File: config.mk
export PLATFORM = sky130hd
export DESIGN_NAME = ctr_bus_if
export DESIGN_NICKNAME = d
export VERILOG_FILES = /design/src/rtl/ctr_bus_pkg.sv /design/src/rtl/edge_sync.sv /design/src/rtl/byte_ptr.sv /design/src/rtl/ctl_regs.sv /design/src/rtl/ctr_bus_if.sv
export SDC_FILE = /design/constraint.sdc
export NUM_CORES = 1
export LEC_CHECK = 0
export BUFFER_PORTS_ARGS = -buffer_cell sky130_fd_sc_hd__clkbuf_2
export CAP_MARGIN = 20
export CORE_MARGIN = 3
export CORE_UTILIZATION = 50
export DETAILED_ROUTE_END_ITERATION = 12
export HOLD_SLACK_MARGIN = 0.03
export PLACE_DENSITY = 0.85
export SYNTH_ARGS = -nofsm -noshare
export SYNTH_HDL_FRONTEND = slang
export SYNTH_SLANG_ARGS = --single-unit
export TNS_END_PERCENT = 100
File: constraint.sdc
create_clock -name clk -period 2.1 [get_ports clk]
set_input_delay 0.105 -clock clk [delete_from_list [all_inputs] [get_ports clk]]
set_output_delay 0.105 -clock clk [all_outputs]
set_load 0.01 [all_outputs]
File: src/rtl/ctr_bus_pkg.sv
// Package ctr_bus_pkg
// Shared encodings for the counter register interface: control register
// select codes carried in the top data bits and master-control bit positions.
package ctr_bus_pkg;

    // Control register chosen by data bits [7:6] of a control write
    typedef enum logic [1:0] {
        SEL_MASTER = 2'b00,
        SEL_INPUT  = 2'b01,
        SEL_OUTCNT = 2'b10,
        SEL_QUAD   = 2'b11
    } ctl_sel_e;

    // Master-control command bit positions
    localparam int MC_PTR_RST = 0;
    localparam int MC_LATCH   = 1;
    localparam int MC_CNT_RST = 2;
    localparam int MC_LOAD    = 3;
    localparam int MC_CMP_CLR = 4;
    localparam int MC_MRESET  = 5;

    // Input control bit choosing the load-pin role (0: load counter, 1: latch)
    localparam int IC_PIN_LATCH = 5;

    // Decoded master-control command set
    typedef struct packed {
        logic ptr_rst;
        logic latch;
        logic cnt_rst;
        logic load;
        logic cmp_clr;
        logic mreset;
    } mc_cmd_t;

endpackage

File: src/rtl/edge_sync.sv
// Module edge_sync
// Synchronises an asynchronous active-low strobe or pin to clk and flags one
// edge as a single-cycle pulse. RISE=1 flags the trailing (rising) edge,
// RISE=0 the falling edge. Assumes the input idles high; the chain resets high.
module edge_sync #(
    parameter int STAGES = 2,
    parameter bit RISE   = 1'b1
) (
    input  logic clk,
    input  logic rst_n,
    input  logic async_i,
    output logic edge_o
);
    logic [STAGES:0] sh;
    logic            now_s;
    logic            prev_s;

    // Shift the input through the synchroniser plus one history flop
    always_ff @(posedge clk) begin
        if (!rst_n) sh <= '1;
        else        sh <= {sh[STAGES-1:0], async_i};
    end

    assign now_s  = sh[STAGES-1];
    assign prev_s = sh[STAGES];

    generate
        if (RISE) begin : g_rise
            assign edge_o = now_s & ~prev_s;
        end else begin : g_fall
            assign edge_o = ~now_s & prev_s;
        end
    endgenerate

    AST_SINGLE_EDGE: assert property (@(posedge clk) disable iff (!rst_n)
        edge_o |=> !edge_o);

endmodule

File: src/rtl/byte_ptr.sv
// Module byte_ptr
// Shared byte pointer for multi-byte preset and latch access. Clear wins over
// advance; advance wraps from the last byte back to byte 0.
module byte_ptr #(
    parameter  int NBYTES = 3,
    localparam int PW     = (NBYTES > 1) ? $clog2(NBYTES) : 1
) (
    input  logic          clk,
    input  logic          rst_n,
    input  logic          clr_i,
    input  logic          adv_i,
    output logic [PW-1:0] ptr_o
);
    localparam logic [PW-1:0] LAST = PW'(NBYTES - 1);

    // Hold, clear or advance the pointer with wrap-around
    always_ff @(posedge clk) begin
        if (!rst_n)      ptr_o <= '0;
        else if (clr_i)  ptr_o <= '0;
        else if (adv_i)  ptr_o <= (ptr_o == LAST) ? '0 : ptr_o + 1'b1;
    end

    AST_PTR_IN_RANGE: assert property (@(posedge clk) disable iff (!rst_n)
        ptr_o <= LAST);
    AST_PTR_WRAP: assert property (@(posedge clk) disable iff (!rst_n)
        (adv_i && !clr_i && ptr_o == LAST) |=> ptr_o == '0);
    AST_PTR_CLEAR: assert property (@(posedge clk) disable iff (!rst_n)
        clr_i |=> ptr_o == '0);

endmodule

File: src/rtl/ctl_regs.sv
// Module ctl_regs
// Control register file and preset register. Decodes the target of a control
// write from the top data bits, turns master-control writes into immediate
// command strobes plus registered one-cycle pulses, and stores preset bytes at
// the pointer position. Assumes ctl_wr_i / dat_wr_i are single-cycle events.
module ctl_regs
    import ctr_bus_pkg::*;
#(
    parameter  int DW     = 8,
    parameter  int CW     = 6,
    parameter  int QW     = 2,
    parameter  int NBYTES = 3,
    localparam int PW     = (NBYTES > 1) ? $clog2(NBYTES) : 1,
    localparam int PRW    = DW * NBYTES
) (
    input  logic           clk,
    input  logic           rst_n,
    input  logic           ctl_wr_i,
    input  logic           dat_wr_i,
    input  logic [DW-1:0]  din_i,
    input  logic [PW-1:0]  ptr_i,
    output logic           ptr_clr_o,
    output logic           latch_now_o,
    output logic           mreset_now_o,
    output logic           cnt_rst_o,
    output logic           load_o,
    output logic           cmp_clr_o,
    output logic           mreset_o,
    output logic [CW-1:0]  in_ctl_o,
    output logic [CW-1:0]  out_ctl_o,
    output logic [QW-1:0]  quad_ctl_o,
    output logic [PRW-1:0] preset_o
);
    ctl_sel_e sel;
    mc_cmd_t  mc_now;

    assign sel = ctl_sel_e'(din_i[DW-1:DW-2]);

    // Decode a master-control write into this cycle's command set
    always_comb begin
        mc_now = '0;
        if (ctl_wr_i && sel == SEL_MASTER) begin
            mc_now.ptr_rst = din_i[MC_PTR_RST];
            mc_now.latch   = din_i[MC_LATCH];
            mc_now.cnt_rst = din_i[MC_CNT_RST];
            mc_now.load    = din_i[MC_LOAD];
            mc_now.cmp_clr = din_i[MC_CMP_CLR];
            mc_now.mreset  = din_i[MC_MRESET];
        end
    end

    assign ptr_clr_o    = mc_now.ptr_rst | mc_now.mreset;
    assign latch_now_o  = mc_now.latch;
    assign mreset_now_o = mc_now.mreset;

    // Register the counter-side commands as one-cycle pulses
    always_ff @(posedge clk) begin
        if (!rst_n) begin
            cnt_rst_o <= 1'b0;
            load_o    <= 1'b0;
            cmp_clr_o <= 1'b0;
            mreset_o  <= 1'b0;
        end else begin
            cnt_rst_o <= mc_now.cnt_rst;
            load_o    <= mc_now.load;
            cmp_clr_o <= mc_now.cmp_clr;
            mreset_o  <= mc_now.mreset;
        end
    end

    // Update control registers and preset bytes; master reset restores defaults
    always_ff @(posedge clk) begin
        if (!rst_n || mc_now.mreset) begin
            in_ctl_o   <= '0;
            out_ctl_o  <= '0;
            quad_ctl_o <= '0;
            preset_o   <= '1;
        end else begin
            if (ctl_wr_i) begin
                case (sel)
                    SEL_INPUT:  in_ctl_o   <= din_i[CW-1:0];
                    SEL_OUTCNT: out_ctl_o  <= din_i[CW-1:0];
                    SEL_QUAD:   quad_ctl_o <= din_i[QW-1:0];
                    default:    ;
                endcase
            end
            if (dat_wr_i) begin
                for (int b = 0; b < NBYTES; b++) begin
                    if (ptr_i == PW'(b)) preset_o[b*DW +: DW] <= din_i;
                end
            end
        end
    end

    AST_CMD_ONE_CYCLE: assert property (@(posedge clk) disable iff (!rst_n)
        (cnt_rst_o || load_o || cmp_clr_o || mreset_o)
        |=> !(cnt_rst_o || load_o || cmp_clr_o || mreset_o));
    AST_CTL_TARGET: assert property (@(posedge clk) disable iff (!rst_n)
        (ctl_wr_i && sel != SEL_INPUT && !mc_now.mreset) |=> $stable(in_ctl_o));

endmodule

File: src/rtl/ctr_bus_if.sv
// Module ctr_bus_if
// Top of the byte-wide register interface for a 24-bit counter. Synchronises
// the bus strobes and load pin, acts on trailing strobe edges, keeps the output
// latch and shared byte pointer, and muxes latch bytes or status onto dout.
// Assumes cs_n, cd_sel and din are steady from strobe low until three clocks
// after the strobe rises.
module ctr_bus_if
    import ctr_bus_pkg::*;
#(
    parameter  int DW     = 8,
    parameter  int NBYTES = 3,
    parameter  int CW     = 6,
    parameter  int QW     = 2,
    parameter  int STAGES = 2,
    localparam int CNTW   = DW * NBYTES,
    localparam int PW     = (NBYTES > 1) ? $clog2(NBYTES) : 1
) (
    input  logic            clk,
    input  logic            rst_n,
    input  logic            cs_n,
    input  logic            rd_n,
    input  logic            wr_n,
    input  logic            cd_sel,
    input  logic [DW-1:0]   din,
    output logic [DW-1:0]   dout,
    output logic            dout_en,
    input  logic            load_n,
    input  logic [CNTW-1:0] cnt_val,
    input  logic            st_borrow_tgl,
    input  logic            st_carry_tgl,
    input  logic            st_cmp_tgl,
    input  logic            st_sign,
    input  logic            st_dir,
    output logic [CW-1:0]   in_ctl_o,
    output logic [CW-1:0]   out_ctl_o,
    output logic [QW-1:0]   quad_ctl_o,
    output logic [CNTW-1:0] preset_o,
    output logic            cmd_cnt_rst_o,
    output logic            cmd_load_o,
    output logic            cmd_cmp_clr_o,
    output logic            cmd_mreset_o
);
    logic            wr_rise, rd_rise, pin_fall;
    logic            ctl_wr, dat_wr, dat_rd;
    logic            ptr_clr, latch_now, mreset_now;
    logic            bus_load;
    logic            pin_load_q;
    logic            pin_latch;
    logic [PW-1:0]   ptr;
    logic [CNTW-1:0] latch_q;
    logic [DW-1:0]   latch_byte;
    logic [DW-1:0]   status_byte;

    edge_sync #(.STAGES(STAGES), .RISE(1'b1)) u_wr_sync (
        .clk(clk), .rst_n(rst_n), .async_i(wr_n), .edge_o(wr_rise));
    edge_sync #(.STAGES(STAGES), .RISE(1'b1)) u_rd_sync (
        .clk(clk), .rst_n(rst_n), .async_i(rd_n), .edge_o(rd_rise));
    edge_sync #(.STAGES(STAGES), .RISE(1'b0)) u_pin_sync (
        .clk(clk), .rst_n(rst_n), .async_i(load_n), .edge_o(pin_fall));

    // Qualify strobe edges with chip select and the control/data line
    assign ctl_wr = wr_rise & ~cs_n &  cd_sel;
    assign dat_wr = wr_rise & ~cs_n & ~cd_sel;
    assign dat_rd = rd_rise & ~cs_n & ~cd_sel;

    ctl_regs #(.DW(DW), .CW(CW), .QW(QW), .NBYTES(NBYTES)) u_regs (
        .clk(clk), .rst_n(rst_n),
        .ctl_wr_i(ctl_wr), .dat_wr_i(dat_wr), .din_i(din), .ptr_i(ptr),
        .ptr_clr_o(ptr_clr), .latch_now_o(latch_now), .mreset_now_o(mreset_now),
        .cnt_rst_o(cmd_cnt_rst_o), .load_o(bus_load), .cmp_clr_o(cmd_cmp_clr_o),
        .mreset_o(cmd_mreset_o),
        .in_ctl_o(in_ctl_o), .out_ctl_o(out_ctl_o), .quad_ctl_o(quad_ctl_o),
        .preset_o(preset_o));

    byte_ptr #(.NBYTES(NBYTES)) u_ptr (
        .clk(clk), .rst_n(rst_n), .clr_i(ptr_clr), .adv_i(dat_wr | dat_rd),
        .ptr_o(ptr));

    assign pin_latch = pin_fall & in_ctl_o[IC_PIN_LATCH];

    // Register the pin-driven load so it aligns with bus-driven load pulses
    always_ff @(posedge clk) begin
        if (!rst_n) pin_load_q <= 1'b0;
        else        pin_load_q <= pin_fall & ~in_ctl_o[IC_PIN_LATCH];
    end

    assign cmd_load_o = bus_load | pin_load_q;

    // Output latch: cleared by master reset, loaded from the live count
    always_ff @(posedge clk) begin
        if (!rst_n || mreset_now)          latch_q <= '0;
        else if (latch_now || pin_latch)   latch_q <= cnt_val;
    end

    // Select the latch byte addressed by the pointer
    always_comb begin
        latch_byte = '0;
        for (int b = 0; b < NBYTES; b++) begin
            if (ptr == PW'(b)) latch_byte = latch_q[b*DW +: DW];
        end
    end

    assign status_byte = {{(DW-5){1'b0}}, st_dir, st_sign, st_cmp_tgl,
                          st_carry_tgl, st_borrow_tgl};
    assign dout        = cd_sel ? status_byte : latch_byte;
    assign dout_en     = ~cs_n & ~rd_n;

    AST_MRESET_STATE: assert property (@(posedge clk) disable iff (!rst_n)
        cmd_mreset_o |-> (preset_o == '1 && in_ctl_o == '0 &&
                          out_ctl_o == '0 && quad_ctl_o == '0));
    AST_LATCH_CAPTURE: assert property (@(posedge clk) disable iff (!rst_n)
        (latch_now && !mreset_now) |=> latch_q == $past(cnt_val));
    AST_NO_WRITE_UNSELECTED: assert property (@(posedge clk) disable iff (!rst_n)
        (cs_n && !mreset_now) |=> $stable(preset_o));

endmodule

### Word-level counts from Yosys, hierarchy flattened

Index checks and enable logic that the tools add are counted.

| word-level totals | value |
|---|---|
| input bits | 44 |
| word-level logic and storage cells | 64 |
| flip-flop bits (word level) | 78 |

| cells by class | value |
|---|---|
| bitwise operators | 22 |
| equal/unequal tests | 5 |
| multiplexer cells | 6 |
| reduce and logical (&&, ||, !) cells | 14 |
| add/sub/neg operators | 1 |

Operators by type and width:

| operator | number |
|---|---|
| $mux 8 | 4 |
| $reduce_and 2->1 | 7 |
| $and 1x1->1 | 11 |
| $not 1->1 | 8 |
| $eq 2x2->1 const B | 3 |
| $mux 6 | 1 |
| $eq 2x1->1 const B | 2 |
| $logic_not 2->1 | 2 |
| $or 1x1->1 | 3 |
| $add 2x1->2 const B | 1 |
| $logic_or 1x1->1 | 2 |
| $mux 2 | 1 |
| $reduce_or 2->1 | 1 |
| $logic_and 1x1->1 | 1 |
| $logic_not 1->1 | 1 |

### Logic depth before layout (Yosys ltp)

Gate-level depths: netlist of run 1.

| depth | value |
|---|---|
| word-level depth | 8 |
| gate-level depth with buffers | 7 |
| depth with buffers taken out | 4 |

### Modules after synthesis

Synthesis of run 1 repeated with hierarchy kept, for this count alone.

| second synthesis, totals | value |
|---|---|
| cells, all modules | 346 |
| area, all modules | 3,414.5 um^2 |

Modules (own cells, without submodules):

| module | cells an instance | times used | sequential area each (um^2) | area each (um^2) |
|---|---|---|---|---|
| ctl_regs | 169 | 1 | 840.8 | 1,570.3 |
| ctr_bus_if | 147 | 1 | 500.5 | 1,485.2 |
| edge_sync (u_rd_sync ...) | 7 | 2 | 60.1 | 92.6 |
| byte_ptr | 9 | 1 | 40.0 | 88.8 |
| edge_sync (u_pin_sync) | 7 | 1 | 60.1 | 85.1 |

### Worst setup path before layout of run 1

No wires, ideal clock.

| path | value |
|---|---|
| path type | register -> register |
| start | reg u_wr_sync.sh[2] |
| end | reg latch_q[10] |
| setup slack | 677 ps |
| cell stages (with the launch flop) | 7 |
| period minus slack after synthesis | 1,423 ps |
| arrival | 1,306 ps |
| required time | 1,983 ps |
| buffers on the path | 2 |
| cell sequence | dfxtp_1 -> nor4bb_2 -> buf_6 -> a31oi_4 -> buf_8 -> mux2i_1 -> nor2_1 |

| on the way | value |
|---|---|
| word-level cells in the longest chain between the ends | 7 |

Ends and longest elaborated chain:

| item | RTL line | RTL |
|---|---|---|
| from (decl) | edge_sync.sv:14 | `logic [STAGES:0] sh;` |
| from (signal assigned) | edge_sync.sv:21 | `else sh <= {sh[STAGES-1:0], async_i};` |
| $not 1->1 (*) | edge_sync.sv:29 | `assign edge_o = now_s & ~prev_s;` |
| $and 1x1->1 (*) | edge_sync.sv:29 |  |
| $and 1x1->1 (*) (2 in a row) | ctr_bus_if.sv:62 | `assign ctl_wr = wr_rise & ~cs_n & cd_sel;` |
| $logic_and 1x1->1 (*) | ctl_regs.sv:42 | `if (ctl_wr_i && sel == SEL_MASTER) begin` |
| $mux 6 (*) | ctl_regs.sv:42 |  |
| $logic_or 1x1->1, on equally long branches | ctr_bus_if.sv:92, ctr_bus_if.sv:91 |  |
| to (signal assigned) | ctr_bus_if.sv:92 | `else if (latch_now \|\| pin_latch) latch_q <= cnt_val;` |
| to (decl) | ctr_bus_if.sv:50 | `logic [CNTW-1:0] latch_q;` |

Mark *: on every way between the ends. The rest lies on a longest branch, timed or not.
A chain may end at the register's enable or synchronous reset.

### Final worst setup path of run 1

| path | value |
|---|---|
| start | reg u_ptr.ptr_o[0] |
| end | out dout[5] |

| on the way | value |
|---|---|
| word-level cells in the longest chain between the ends | 5 |

Ends and longest elaborated chain:

| item | RTL line | RTL |
|---|---|---|
| from (decl) | byte_ptr.sv:12 | `output logic [PW-1:0] ptr_o` |
| from (signal assigned) | byte_ptr.sv:20 | `else if (adv_i) ptr_o <= (ptr_o == LAST) ? '0 : ptr_o + 1'b1;` |
| $logic_not 2->1 | ctr_bus_if.sv:99 | `if (ptr == PW'(b)) latch_byte = latch_q[b*DW +: DW];` |
| $mux 8 (2 in a row) | ctr_bus_if.sv:99 |  |
| $mux 8 (*) | ctr_bus_if.sv:99 |  |
| $mux 8 (*) | ctr_bus_if.sv:105 | `assign dout = cd_sel ? status_byte : latch_byte;` |
| to (decl) | ctr_bus_if.sv:25 | `output logic [DW-1:0] dout,` |

Marked as above.

==> results of run 1 <==
[tightest hold or removal path: cells and delay by family]
kind | cells | cell delay, ps
muxes | 1 | 60
buffers and inverters | 1 | 90
and+or+nand+nor | 1 | 100
[final timing paths]
path	start	to	slack (ps)
worst max register to register	u_wr_sync.sh[1]	latch_q[19]	420
worst max-delay path	u_ptr.ptr_o[0]	dout[5]	150
worst min-delay path	cnt_val[17]	latch_q[17]	60
worst min register to register	u_pin_sync.sh[0]	u_pin_sync.sh[1]	410
[cell families after synthesis]
group           after synthesis  synth area share
simple gates                161             0.275
flops                        78             0.484
buf+inv                      21            0.0474
compound gates               11            0.0264
mux                          53             0.167
[where the power goes]
group          switching (W)  internal, W  total [W]
clock network       0.000521     0.000614    0.00114
registers         0.00000638      0.00149    0.00150
logic              0.0000967    0.0000948   0.000191
[registers in the layout, summed over array words and instances (netlist names)]
name / cells
u_ptr.ptr_o: 2
u_regs.quad_ctl_o: 2
u_wr_sync.sh: 3
u_rd_sync.sh: 3
u_regs.load_o: 1
u_regs.cmp_clr_o: 1
u_regs.preset_o: 24
u_regs.mreset_o: 1
u_pin_sync.sh: 3
u_regs.out_ctl_o: 6
pin_load_q: 1
latch_q: 24
u_regs.in_ctl_o: 6
u_regs.cnt_rst_o: 1
[synthesized netlist by cell type (all sizes together), types with 2 or more instances]
| library cell | instances |
|---|---|
| mux2 | 5 |
| and3 | 5 |
| o21ai | 2 |
| nand3 | 49 |
| dfxtp | 78 |
| nand2 | 36 |
| mux2i | 48 |
| nor2 | 49 |
| nand2b | 9 |
| buf | 16 |
| and2 | 2 |
| nor2b | 3 |
| nand3b | 2 |
| o22ai | 5 |
| o22a | 2 |
| clkbuf | 5 |
[metrics by stage]
step                cells  setup slack (ps)   util  cell area (um2)  hold slack [ps]
floorplan             324               677      -             3220              178
global placement      482               484  0.609             3710              294
detailed placement    482               428  0.609             3710              298
CTS                   524               165  0.684             4170             61.5
global route          524              69.0  0.684             4170             69.9
finish                524               153  0.684             4170             59.8
[cell type report]
| type | count | area (um2) | area share |
|---|---|---|---|
| multi-input cells | 225 | 1510 | 0.362 |
| well taps | 75 | 93.8 | 0.0225 |
| clock buffers | 13 | 159 | 0.0381 |
| flip-flops and latches | 78 | 1560 | 0.374 |
| clock inverters | 3 | 42.5 | 0.0102 |
| repair buffers | 130 | 806 | 0.193 |
[routing by layer]
metal | share of wire | global-route usage | wire length [um] | vias to the layer above
met1 | 0.43 | 0.265 | 3320 | 1259
met2 | 0.49 | 0.374 | 3800 | 112
met4 | 0.011 | 0.0680 | 89 | 0
met5 | 0 | 0 | 0 | -
met3 | 0.069 | 0.0390 | 537 | 8
li1 | - | - | - | 1333
[cell usage in the layout (no fill, tap or decap)]
master / instances
or2_2: 1
and3b_1: 1
and2_2: 1
clkbuf_1: 2
o22ai_1: 5
mux2i_1: 48
dfxtp_1: 78
and2b_2: 1
buf_4: 10
nand3b_2: 2
nand2_1: 36
nor3b_1: 1
nor2_1: 49
clkinv_2: 1
a31oi_4: 1
and2_4: 1
nor2b_1: 3
clkinvlp_4: 1
bufinv_16: 1
clkbuf_2: 94
nand3_1: 28
clkbuf_8: 11
nand2b_1: 9
o22a_1: 2
o21ai_0: 2
a21oi_1: 1
and3_2: 1
nor4bb_2: 1
mux2_2: 5
nor4b_4: 1
nand3_2: 21
and3_1: 4
dlygate4sd3_1: 26
==> flow_metrics.py, run 1 <==
metrics = {
    "sta": {
        "hold_violations": 0,
        "setup_tns_ps": 0,
        "timing.slew.headroom": 0.657,
        "final_period_minus_worst_setup_slack_ps": 1950,
        "timing_max_transition_violations_final": 0,
        "fmax_mhz": 514,
        "worst_clock_skew_ps": 10.6,
        "finalCritPeriodShare": 0.927,
        "rsz0062_at_grt": "no",
        "tightestPinTransition_ps": 514,
        "finalSetupViolations": 0,
    },
    "floorplanning": {
        "placeable_area_um2": 6100,
        "core.rowCount": 28,
        "floorplan.io_pins": 95,
        "floorplan.initialDensity": 0.529,
        "dieHeight_um": 86.3,
        "fp.dieW_um": 86.3,
        "floorplan.die_area_um2": 7450,
    },
    "clock_network": {
        "worstSkewPairLatency_ps": 340,
        "post-cts-setup-buffer-count": 0,
        "cts_resized": 0,
        "clkSlewWorstSetupHoldPaths_ps": 70,
        "cts-htree-levels": 3,
        "clkSinkCount": 78,
        "root_buffer": "clkbuf_8",
        "tritoncts.num_buffers": 9,
        "holdBufCountCts": 26,
        "cts_tree": "built",
        "clockBufferDepth": 2,
    },
    "critical_path": {
        "critPathSlowestCell": "dfxtp_1",
        "critical-path-top-delay-family": "flip-flops",
        "critical_path_buf_inv_count": 2,
        "critical_path_source_type": "flop",
        "critPathRequiredTime_ps": 2000,
        "worst-endpoint-arrival_ps": 1840,
        "cp_slowest_stage_delay_ps": 650,
        "worst_r2r_path_depth": 6,
        "worst-path-stages": 5,
        "path_cells": "buf_4, mux2i_1, o22a_1, nor2_1, clkbuf_2",
        "critPathCaptureType": "output port",
        "path_max_fanout": 11,
        "timing_worst_setup_path_type": "flop to output port",
    },
    "drt": {
        "avgViaCountPerCell": 5.18,
        "route.final.wire_length_mm": 7.75,
        "post_detailed_route_count_of_antenna_violating_nets": 0,
        "drt_first_pass_iters": 5,
        "drc": 0,
        "drt_iter0_markers": 95,
        "via_count": 2712,
        "routedWlPerCell_um": 14.8,
    },
    "synth": {
        "post-synth-top-area-fraction": 0.484,
        "synth.yosys.warnings": 0,
        "mappedNetlistArea_um2": 3220,
        "number_of_nets_in_the_synthesized_netlist": 368,
        "synth-async-reset-ratio": 0,
        "synth_cell_types": 31,
        "seq_area_frac_synth": 0.484,
        "synthFlopType": "dfxtp_1",
        "synth_enable_flop_cells": 0,
        "synthCells": 324,
        "post-synth-top-area-cell": "dfxtp_1",
        "synth.area.top_cells": "dfxtp_1, mux2i_1, nand3_2, nor2_1, nand3_1",
        "ys_seq_elements": 78,
        "post_synth.cell_area_avg_um2": 9.95,
    },
    "place": {
        "port-buffer-count": 94,
        "gp_congestion": 0.863,
        "place.detailed.hpwl_mm": 5.22,
    },
    "grt": {
        "grt_pass1_wl_mm": 12.5,
        "grt_util_all_layers": 0.213,
        "grt-ovfl-total": 0,
        "grt_antenna_before_repair": 0,
        "first_global_vias": 2619,
        "pin_count_of_the_biggest_net_entering_global_routing": 38,
    },
    "finish": {
        "fillers": 486,
        "antenna-diode-count": 0,
        "flow.area_growth_from_synthesis_pct": 29.4,
        "final_nets": 488,
        "drive_above_1_share": 0.343,
    },
    "hold_path": {
        "holdCritPathClass": "input port to flop",
        "worstHoldPathCells": 3,
    },
    "run": {
        "drv.max_cap_violation_count": 0,
    },
    "run_status": {
        "outcome": "finished, final reports clean",
    },
    "power": {
        "worst_ir_drop_vdd_mv": 0.585,
        "powerDensity_nw_per_um2": 676,
        "overall_power_after_layout_w": 0.00282,
        "p_leak_nw": 2.12,
    },
}
Power figures use the tool's default switching activity.
==> run 2, diff against run 1 <==
--- a/config.mk
+++ b/config.mk
@@ -7,11 +7,13 @@
 export LEC_CHECK = 0
 export BUFFER_PORTS_ARGS = -buffer_cell sky130_fd_sc_hd__clkbuf_2
 export CAP_MARGIN = 20
+export CELL_PAD_IN_SITES_DETAIL_PLACEMENT = 1
+export CELL_PAD_IN_SITES_GLOBAL_PLACEMENT = 2
 export CORE_MARGIN = 3
-export CORE_UTILIZATION = 50
+export CORE_UTILIZATION = 33
 export DETAILED_ROUTE_END_ITERATION = 12
-export HOLD_SLACK_MARGIN = 0.03
-export PLACE_DENSITY = 0.85
+export HOLD_SLACK_MARGIN = 0.08
+export PLACE_DENSITY = 0.9
 export SYNTH_ARGS = -nofsm -noshare
 export SYNTH_HDL_FRONTEND = slang
 export SYNTH_SLANG_ARGS = --single-unit
==> run 2 against run 1 <==
Compared with the run above: clock skew increased by 1.8 ps; via count grew 0.85%; flip-flop and latch count unchanged; highest routed layer unchanged; global-route usage shrank 5.4 points; critical path depth stayed put.
==> flow_metrics.py, run 2 (synthesis results as in run 1) <==
metrics = {
    "sta": {
        "timing_max_transition_violations_final": 0,
        "timing.slew.headroom": 0.289,
        "fmax_mhz": 509,
        "hold_violations": 0,
        "setup_tns_ps": 0,
        "finalCritPeriodShare": 0.936,
        "rsz0062_at_grt": "no",
        "tightestPinTransition_ps": 1070,
        "final_period_minus_worst_setup_slack_ps": 1970,
        "worst_clock_skew_ps": 12.4,
        "layout_setup_ws_ps": 134,
        "finalSetupViolations": 0,
    },
    "finish": {
        "most_common_cell_after_layout_fill_and_taps_aside": "clkbuf_2",
        "final_nets": 490,
        "stdcell_area_um2": 4280,
        "flow.area_growth_from_synthesis_pct": 32.8,
        "fillers": 1126,
        "top_regs": "latch_q (24), u_regs.preset_o (24)",
        "drive_above_1_share": 0.347,
        "commonest_non_fill_non_tap_cells_in_the_layout": "clkbuf_2, dfxtp_1, nor2_1",
        "antenna-diode-count": 0,
        "area.sequential_um2": 1560,
        "multi_input_comb_area_um2": 1510,
        "finish.utilization": 0.457,
    },
    "clock_network": {
        "clkSinkCount": 78,
        "clkSlewWorstSetupHoldPaths_ps": 90,
        "cts-htree-levels": 3,
        "cts_tree": "built",
        "worstSkewPairLatency_ps": 350,
        "tritoncts.num_buffers": 9,
        "root_buffer": "clkbuf_8",
        "clockBufferDepth": 2,
        "cts_resized": 0,
    },
    "place": {
        "gp_congestion": 0.788,
        "port-buffer-count": 94,
        "place.detailed.hpwl_mm": 6.10,
        "place_worst_setup_slack_ps": 223,
        "dpl_cell_area_um2": 3800,
    },
    "critical_path": {
        "worst-endpoint-arrival_ps": 1860,
        "critPathRequiredTime_ps": 2000,
        "critPathCaptureType": "output port",
        "critical_path_source_type": "flop",
        "path_max_fanout": 12,
        "timing_worst_setup_path_type": "flop to output port",
    },
    "grt": {
        "grt_antenna_before_repair": 0,
        "first_global_vias": 2860,
        "grt-ovfl-total": 0,
        "grt_pass1_wl_mm": 14.1,
        "grt_util_all_layers": 0.159,
        "pin_count_of_the_biggest_net_entering_global_routing": 38,
    },
    "run_status": {
        "outcome": "finished, final reports clean",
    },
    "floorplanning": {
        "floorplan.die_area_um2": 11000,
        "dieHeight_um": 105,
        "placeable_area_um2": 9370,
        "floorplan.io_pins": 95,
        "core.rowCount": 35,
        "floorplan.initialDensity": 0.344,
        "fp.dieW_um": 105,
    },
    "power": {
        "overall_power_after_layout_w": 0.00290,
        "p_leak_nw": 2.14,
        "powerDensity_nw_per_um2": 677,
        "worst_ir_drop_vdd_mv": 0.353,
    },
    "run": {
        "drv.max_cap_violation_count": 0,
    },
    "drt": {
        "via_count": 2735,
        "drt_iter0_markers": 69,
        "avgViaCountPerCell": 4.72,
        "drt_first_pass_iters": 4,
        "drc": 0,
        "routedWlPerCell_um": 14.8,
        "post_detailed_route_count_of_antenna_violating_nets": 0,
        "route.final.wire_length_mm": 8.56,
    },
    "hold_path": {
        "holdCritPathClass": "input port to flop",
    },
}
==> run 2: cell count changes in the layout (fill, tap and decap cells not counted) <==
| cell | delta |
|---|---|
| clkinvlp_4 | -1 |
| clkbuf_1 | -2 |
| clkinv_4 | +2 |
| buf_12 | +1 |
| clkinv_2 | +1 |
| dlygate4sd3_1 | +1 |
| clkbuf_8 | -2 |
| bufinv_16 | +1 |
==> run 2: final cells by class <==
| type | count | area share |
|---|---|---|
| repair buffers | 132 | 0.195 |
| clock inverters | 6 | 0.0205 |
| well taps | 129 | 0.0377 |
| flip-flops and latches | 78 | 0.365 |
| clock buffers | 9 | 0.0289 |
| multi-input cells | 225 | 0.353 |
==> run 2: layer usage <==
| layer | routed length [um] | part of all wire | global-route usage |
|---|---|---|---|
| met3 | 477 | 0.056 | 0.0506 |
| met5 | 0 | 0 | 0 |
| met4 | 79 | 0.0092 | 0.0394 |
| met1 | 3850 | 0.45 | 0.190 |
| met2 | 4150 | 0.48 | 0.276 |
==> run 2: path summary, 6_finish.rpt <==
path | start | to | slack, ps | cells after the start
worst max-delay path | u_ptr.ptr_o[0] | dout[5] | 130 | 5
worst min-delay path | din[4] | u_regs.preset_o[12] | 120 | 3
worst max register to register | u_wr_sync.sh[1] | latch_q[14] | 250 | 4
worst min register to register | u_rd_sync.sh[0] | u_rd_sync.sh[1] | 410 | 1
==> run 2: report_power, final <==
part	internal [W]	total (W)	switching (W)	leakage, nW
logic	0.000100	0.000199	0.0000991	1.40
registers	0.00149	0.00149	0.00000641	0.631
clock network	0.000663	0.00120	0.000540	0.109
total	0.00225	0.00290	0.000645	2.14
==> run 2: worst max-delay path: stages, from the launching register on <==
cell	delay, ps
dfxtp_1	670
buf_4	250
mux2i_1	90
o22a_1	200
nor2_1	140
clkbuf_2	160
==> run 2: repair_timing <==
| item | in CTS | in global routing |
|---|---|---|
| buffers inserted | 0 | 0 |
| hold buffers | 27 | 0 |
| endpoints found under the setup margin | 0 | 0 |
| endpoints found under the hold margin | 27 | 0 |
==> run 2: stage by stage <==
step / hold WS, ps / cells
CTS: 115 / 579
global placement: 291 / 537
global route: 106 / 579
detailed placement: 292 / 537
floorplan: 178 / 324
finish: 119 / 579
